File: config.mk
export PLATFORM = sky130hd
export DESIGN_NAME = dram_hs_bridge
export DESIGN_NICKNAME = d
export VERILOG_FILES = /design/src/rtl/dram_hs_pkg.sv /design/src/rtl/hs_sync.sv /design/src/rtl/hs_txn_fsm.sv /design/src/rtl/hs_we_delay.sv /design/src/rtl/dram_hs_bridge.sv
export SDC_FILE = /design/constraint.sdc
export NUM_CORES = 1
export LEC_CHECK = 0
export BUFFER_PORTS_ARGS = -buffer_cell sky130_fd_sc_hd__buf_2
export CAP_MARGIN = 15
export CORE_ASPECT_RATIO = 1.25
export CORE_MARGIN = 2
export CORE_UTILIZATION = 51
export DETAILED_ROUTE_END_ITERATION = 8
export MAX_ROUTING_LAYER = met4
export PLACE_DENSITY = 0.83
export REMOVE_ABC_BUFFERS = 1
export SETUP_SLACK_MARGIN = 0.15
export SLEW_MARGIN = 25
export SYNTH_ARGS = -nofsm -noshare
export SYNTH_HDL_FRONTEND = slang
export SYNTH_HIERARCHICAL = 1
export SYNTH_SLANG_ARGS = --single-unit
File: constraint.sdc
create_clock -name clk -period 1.8 [get_ports clk]
set_input_delay 0.54 -clock clk [delete_from_list [all_inputs] [get_ports clk]]
set_output_delay 0.54 -clock clk [all_outputs]
set_load 0.01 [all_outputs]
File: src/rtl/dram_hs_pkg.sv
package dram_hs_pkg;

    typedef enum logic [1:0] {
        ST_IDLE = 2'd0,
        ST_CMD  = 2'd1,
        ST_HOLD = 2'd2,
        ST_GAP  = 2'd3
    } txn_state_t;

    typedef enum logic {
        KIND_RD = 1'b0,
        KIND_WR = 1'b1
    } cmd_kind_t;

    // Bundle of asynchronous inputs carried through the synchronizer.
    typedef struct packed {
        logic rd;
        logic wr;
        logic sel;
        logic sack;
        logic xack;
        logic col;
    } bus_view_t;

    localparam int VIEW_W = $bits(bus_view_t);

    // Read wins when both strobes are present.
    function automatic cmd_kind_t pick_kind(input logic rd_seen);
        return rd_seen ? KIND_RD : KIND_WR;
    endfunction

endpackage

File: src/rtl/hs_sync.sv
module hs_sync #(
    parameter int WIDTH  = 6,
    parameter int STAGES = 2
) (
    input  logic             clk,
    input  logic             rst,
    input  logic [WIDTH-1:0] din,
    output logic [WIDTH-1:0] dout
);
    logic [WIDTH-1:0] chain [STAGES];

    always_ff @(posedge clk) begin
        if (rst) begin
            for (int i = 0; i < STAGES; i++) chain[i] <= '0;
        end else begin
            chain[0] <= din;
            for (int i = 1; i < STAGES; i++) chain[i] <= chain[i-1];
        end
    end

    assign dout = chain[STAGES-1];
endmodule

File: src/rtl/hs_txn_fsm.sv
module hs_txn_fsm
    import dram_hs_pkg::*;
#(
    parameter int GAP_CYC = 13
) (
    input  logic clk,
    input  logic rst,
    input  logic rd_s,
    input  logic wr_s,
    input  logic sel_s,
    input  logic xack_s,
    input  logic xack_rise,
    output logic rd_cmd,
    output logic wr_cmd
);
    localparam int CNT_W = $clog2(GAP_CYC + 1);

    txn_state_t       state;
    cmd_kind_t        kind;
    logic [CNT_W-1:0] gap_cnt;
    logic             kind_strobe;
    logic             cmd_any;
    logic             can_issue;

    assign kind_strobe = (kind == KIND_RD) ? rd_s : wr_s;
    assign can_issue   = (rd_s || wr_s) && sel_s && !xack_s && (gap_cnt == '0);

    always_ff @(posedge clk) begin
        if (rst) begin
            state   <= ST_IDLE;
            kind    <= KIND_RD;
            gap_cnt <= '0;
        end else begin
            case (state)
                ST_IDLE: begin
                    if (can_issue) begin
                        state <= ST_CMD;
                        kind  <= pick_kind(rd_s);
                    end
                end
                ST_CMD: begin
                    if (xack_rise) begin
                        if (kind_strobe) begin
                            state <= ST_HOLD;
                        end else begin
                            state   <= ST_GAP;
                            gap_cnt <= CNT_W'(GAP_CYC);
                        end
                    end
                end
                ST_HOLD: begin
                    if (!kind_strobe) begin
                        state   <= ST_GAP;
                        gap_cnt <= CNT_W'(GAP_CYC);
                    end
                end
                default: begin
                    if (gap_cnt <= CNT_W'(1)) state <= ST_IDLE;
                    if (gap_cnt != '0) gap_cnt <= gap_cnt - CNT_W'(1);
                end
            endcase
        end
    end

    assign cmd_any = (state == ST_CMD) || (state == ST_HOLD);
    assign rd_cmd  = cmd_any && (kind == KIND_RD);
    assign wr_cmd  = cmd_any && (kind == KIND_WR);

    // a command awaiting completion is never withdrawn early
    assert_cmd_held_R4: assert property (@(posedge clk) disable iff (rst)
        (state == ST_CMD && !xack_rise) |=> (rd_cmd || wr_cmd));

    // a command only starts once the recovery counter has run out
    assert_gap_done_R5: assert property (@(posedge clk) disable iff (rst)
        $rose(cmd_any) |-> ($past(gap_cnt) == '0));

    // no command starts while completion acknowledge is high
    assert_no_issue_on_xack_R3: assert property (@(posedge clk) disable iff (rst)
        $rose(cmd_any) |-> !$past(xack_s));
endmodule

File: src/rtl/hs_we_delay.sv
module hs_we_delay #(
    parameter int DLY = 13
) (
    input  logic clk,
    input  logic rst,
    input  logic col_s,
    input  logic delay_en,
    input  logic wr_cmd,
    output logic dram_we
);
    logic col_late;

    generate
        if (DLY == 0) begin : g_nodly
            assign col_late = col_s;
        end else begin : g_dly
            logic [DLY-1:0] line;
            always_ff @(posedge clk) begin
                if (rst) line <= '0;
                else     line <= {line[DLY-2+((DLY==1)?1:0):0], col_s};
            end
            assign col_late = line[DLY-1];
        end
    endgenerate

    assign dram_we = wr_cmd && (delay_en ? col_late : col_s);

    // with the delay off, a write enable edge follows the column strobe directly
    assert_we_nodelay_R10: assert property (@(posedge clk) disable iff (rst)
        ($rose(dram_we) && !delay_en) |-> col_s);
endmodule

File: src/rtl/dram_hs_bridge.sv
module dram_hs_bridge
    import dram_hs_pkg::*;
#(
    parameter int GAP_CYC = 13,
    parameter int WE_DLY  = 13
) (
    input  logic clk,
    input  logic rst,
    input  logic bus_rd,
    input  logic bus_wr,
    input  logic bus_sel,
    input  logic ctl_start_ack,
    input  logic ctl_done_ack,
    input  logic col_strobe,
    input  logic we_delay_en,
    output logic cpu_wait,
    output logic rdlatch_oe,
    output logic ctl_rd_cmd,
    output logic ctl_wr_cmd,
    output logic latch_capture,
    output logic dram_we
);
    bus_view_t raw_v, seen_v;
    logic      xack_q;
    logic      start_seen;
    logic      strobe_s;
    logic      sel_int;

    assign raw_v = '{rd: bus_rd, wr: bus_wr, sel: bus_sel,
                     sack: ctl_start_ack, xack: ctl_done_ack, col: col_strobe};

    hs_sync #(.WIDTH(VIEW_W), .STAGES(2)) u_sync (
        .clk (clk),
        .rst (rst),
        .din (raw_v),
        .dout(seen_v)
    );

    always_ff @(posedge clk) begin
        if (rst) begin
            xack_q     <= 1'b0;
            start_seen <= 1'b0;
        end else begin
            xack_q <= seen_v.xack;
            if (!strobe_s)        start_seen <= 1'b0;
            else if (seen_v.sack) start_seen <= 1'b1;
        end
    end

    assign strobe_s      = seen_v.rd || seen_v.wr;
    assign latch_capture = seen_v.xack && !xack_q;

    hs_txn_fsm #(.GAP_CYC(GAP_CYC)) u_fsm (
        .clk      (clk),
        .rst      (rst),
        .rd_s     (seen_v.rd),
        .wr_s     (seen_v.wr),
        .sel_s    (seen_v.sel),
        .xack_s   (seen_v.xack),
        .xack_rise(latch_capture),
        .rd_cmd   (ctl_rd_cmd),
        .wr_cmd   (ctl_wr_cmd)
    );

    hs_we_delay #(.DLY(WE_DLY)) u_we (
        .clk     (clk),
        .rst     (rst),
        .col_s   (seen_v.col),
        .delay_en(we_delay_en),
        .wr_cmd  (ctl_wr_cmd),
        .dram_we (dram_we)
    );

    assign sel_int    = seen_v.sel || ctl_rd_cmd || ctl_wr_cmd;
    assign cpu_wait   = strobe_s && sel_int && !(start_seen || seen_v.sack);
    assign rdlatch_oe = seen_v.sel && seen_v.rd;

    // the two commands are mutually exclusive
    assert_cmd_exclusive_R6: assert property (@(posedge clk) disable iff (rst)
        !(ctl_rd_cmd && ctl_wr_cmd));

    // a start acknowledge during a strobe releases the wait on the next cycle
    assert_wait_release_R2: assert property (@(posedge clk) disable iff (rst)
        (seen_v.sack && strobe_s) |=> !cpu_wait);

    // a driven command keeps the CPU waiting without its select
    assert_sel_hold_R7: assert property (@(posedge clk) disable iff (rst)
        ((ctl_rd_cmd || ctl_wr_cmd) && strobe_s && !start_seen && !seen_v.sack) |-> cpu_wait);

    // the capture strobe lasts a single cycle
    assert_capture_pulse_R9: assert property (@(posedge clk) disable iff (rst)
        latch_capture |=> !latch_capture);

    // reset clears the commands and the wait
    assert_reset_clear_R11: assert property (@(posedge clk)
        rst |=> (!ctl_rd_cmd && !ctl_wr_cmd && !cpu_wait));
endmodule

==> flow_summary.json <==
{
  "outcome": "complete, but fails checks",
  "failed_checks": "negative setup slack",
  "final_common_cell": "dfxtp_1",
  "synth-edff-count": 0,
  "nets": 177,
  "p_leak_nw": 0.760,
  "setup_ws_ps": -299,
  "synthCells": 129,
  "dp_hpwl_mm": 1.67,
  "holdCritStartpoint": "ctl_start_ack",
  "grt_pass1_wl_mm": 4.38,
  "syn_area_um2": 1430,
  "hold_path.class": "in -> reg",
  "cts.htree.levels": 2,
  "cts_tree": "built",
  "hold_end": "u_sync/chain[0][2]$_SDFF_PP0_",
  "synth_top_flop_cell": "dfxtp_1",
  "numPortBuffers": 14,
  "ir_drop_mv": 0.713,
  "layout_common_cells": "dfxtp_1 (28), buf_4 (16), nor2b_2 (16), buf_2 (12), nor2_1 (10)",
  "cp_max_fo": 3,
  "area_delta_synth_final_pct": 29.9,
  "n_fill_cell": 213,
  "clock.fmax_mhz": 477,
  "max_cap_viol_count": 0,
  "grt_pass1_vias": 965,
  "min_delay_path_depth": 2,
  "coreArea_um2": 2680,
  "crit_arrival_ps": 1560,
  "num_io_pins": 15,
  "fin_crit_ps": 2100,
  "dieHeight_um": 63.2,
  "antenna_found_initial": 0,
  "place_area_um2": 1560,
  "tightest_slew_ps": 354,
  "place_inst": 180,
  "slew_violations": 0,
  "rsz0062_at_grt": "yes",
  "start_util": 0.534,
  "diodes": 0,
  "synth_top_area_cell": "dfxtp_1",
  "postLayoutCoreUtil": 0.693,
  "cts_max_path_buffers": 2,
  "syn_area_per_cell_um2": 11.1,
  "grt_max_degree": 19,
  "synth_cell_types": 31,
  "fin_skew_ps": 10.3,
  "avgViaCountPerCell": 5.03,
  "vias": 986,
  "slew-limit-headroom": 0.764,
  "synth.top_cell.area_share": 0.476,
  "ant_nets": 0,
  "clk_latency_ps": 340,
  "firstDrtPassIters": 4,
  "powerDensity_nw_per_um2": 1080,
  "grt.total_usage": 0.192,
  "ff_latch_area_um2": 688,
  "place_congestion": 0.777,
  "drc": 0,
  "numCtsBuffers": 5,
  "r2r_end": "u_fsm/state[0]$_SDFFE_PP0P_",
  "finalSetupViolCount": 5,
  "ys_seq_area_frac": 0.476,
  "r2r_slack_ps": -10,
  "end_kind": "primary output",
  "yosys_register_bits": 34,
  "r2r_start": "u_fsm/gap_cnt[0]$_SDFFE_PP0P_",
  "synthTopCellsByArea": "dfxtp_1 (48%), nor2b_2 (9.8%), ha_1 (6.1%)",
  "totalWireLength_mm": 2.75,
  "die_area_um2": 3250,
  "numClockSinks": 34,
  "preCtsSetupSlack_ps": -77.8,
  "fin_crit_sh": 1.17,
  "avgRoutedWirePerCell_um": 14.0,
  "drtIter0Drc": 35,
  "fin_total_pwr_mw": 2.01,
  "grt-ovfl-total": 0,
  "multi_input_area_um2": 791,
  "critPathKind": "reg -> out",
  "dieWidth_um": 51.4,
  "cp.required_ps": 1260,
  "final_hold_viol_count": 0,
  "final_cells": 196,
  "worstRegToRegCells": 7,
  "fin_area_um2": 1860,
  "layout-drive-gt1-share": 0.617,
  "path_clk_slew_ps": 100,
  "synthArstFlopShare": 0,
  "cts_root_buffer": "clkbuf_4",
  "start_kind": "flop",
  "rows": 21,
  "yosysWarnings": 6
}
-- worst max-delay path by stage --
stage	from	end	slack (ps)
after floorplan	u_fsm/state[1]$_SDFFE_PP0P_	cpu_wait	-130
after global placement	u_fsm/state[0]$_SDFFE_PP0P_	cpu_wait	5
after detailed placement	u_fsm/gap_cnt[1]$_SDFFE_PP0P_	u_fsm/state[0]$_SDFFE_PP0P_	-80
after CTS	u_fsm/state[0]$_SDFFE_PP0P_	cpu_wait	-300
after global routing	u_fsm/state[0]$_SDFFE_PP0P_	cpu_wait	-390
final	u_fsm/state[0]$_SDFFE_PP0P_	cpu_wait	-300
-- stage by stage --
| stage | hold WS [ps] | TNS (ps) |
|---|---|---|
| floorplan | 415 | -127 |
| CTS | 400 | -804 |
| global placement | 421 | 0 |
| finish | 412 | -1040 |
| detailed placement | 422 | -188 |
| global route | 406 | -1380 |
-- cell type report --
| type | instances | share of cell area |
|---|---|---|
| Clock inverter | 2 | 0.00673 |
| Tap cell | 34 | 0.0229 |
| Clock buffer | 6 | 0.0276 |
| Inverter | 6 | 0.0135 |
| Multi-Input combinational cell | 80 | 0.426 |
| Timing Repair Buffer | 34 | 0.133 |
| Sequential cell | 34 | 0.370 |
-- metal layers --
| metal | up-vias | GRT usage | routed length, µm |
|---|---|---|---|
| met2 | 28 | 0.314 | 1450 |
| met1 | 468 | 0.206 | 1110 |
| met5 | - | - | 0 |
| met4 | 0 | 0.105 | 67 |
| met3 | 9 | 0.0545 | 129 |
| li1 | 481 | - | - |
-- cell usage after synthesis, types with 2 or more instances --
cell,number
mux2_1,2
inv_1,6
nor2b_2,16
and2b_2,5
nor3_1,5
a211oi_1,2
dfxtp_1,34
nor2b_4,4
buf_6,2
nor2b_1,5
nor3b_2,2
nand2b_1,2
buf_4,6
a21oi_1,2
mux2i_1,4
nor2_1,11
ha_1,7
-- cell families after synthesis --
| family | count (synthesis) | synth area share |
|---|---|---|
| AO/OA/AOI/OAI | 11 | 0.0586 |
| adder cells (fa/ha/maj) | 7 | 0.0612 |
| buffers and inverters | 15 | 0.0656 |
| flip-flops | 34 | 0.476 |
| multiplexers | 6 | 0.0437 |
| AND/OR/NAND/NOR | 56 | 0.295 |
-- critical path, stage by stage, from the launching register on --
cell	delay, ps
dfxtp_2	370
inv_2	60
ha_4	280
nor2b_4	150
nor3_2	50
nor4_2	140
buf_2	170
-- registers in the layout (all words and copies together), names as in the netlist --
register and count:
xack_q 1, u_fsm/kind 1, u_we/g_dly.line 13, start_seen 1, u_fsm/state 2, u_fsm/gap_cnt 4
u_sync/chain 12
-- power by group --
group / internal [mW] / total (mW) / switching, mW
combinational: 0.411 / 0.735 / 0.324
clock: 0.188 / 0.441 / 0.254
sequential: 0.794 / 0.831 / 0.0369
-- what timing repair did --
| item | in CTS | in global routing |
|---|---|---|
| pin swaps | 8 | 4 |
| resized for setup | 34 | 9 |
| setup endpoints to repair | 10 | 11 |
| hold buffers | 0 | 0 |
| endpoints found under the hold margin | 0 | 0 |
| setup buffers | 4 | 4 |
Note: power is estimated with default switching activity, not from simulation.
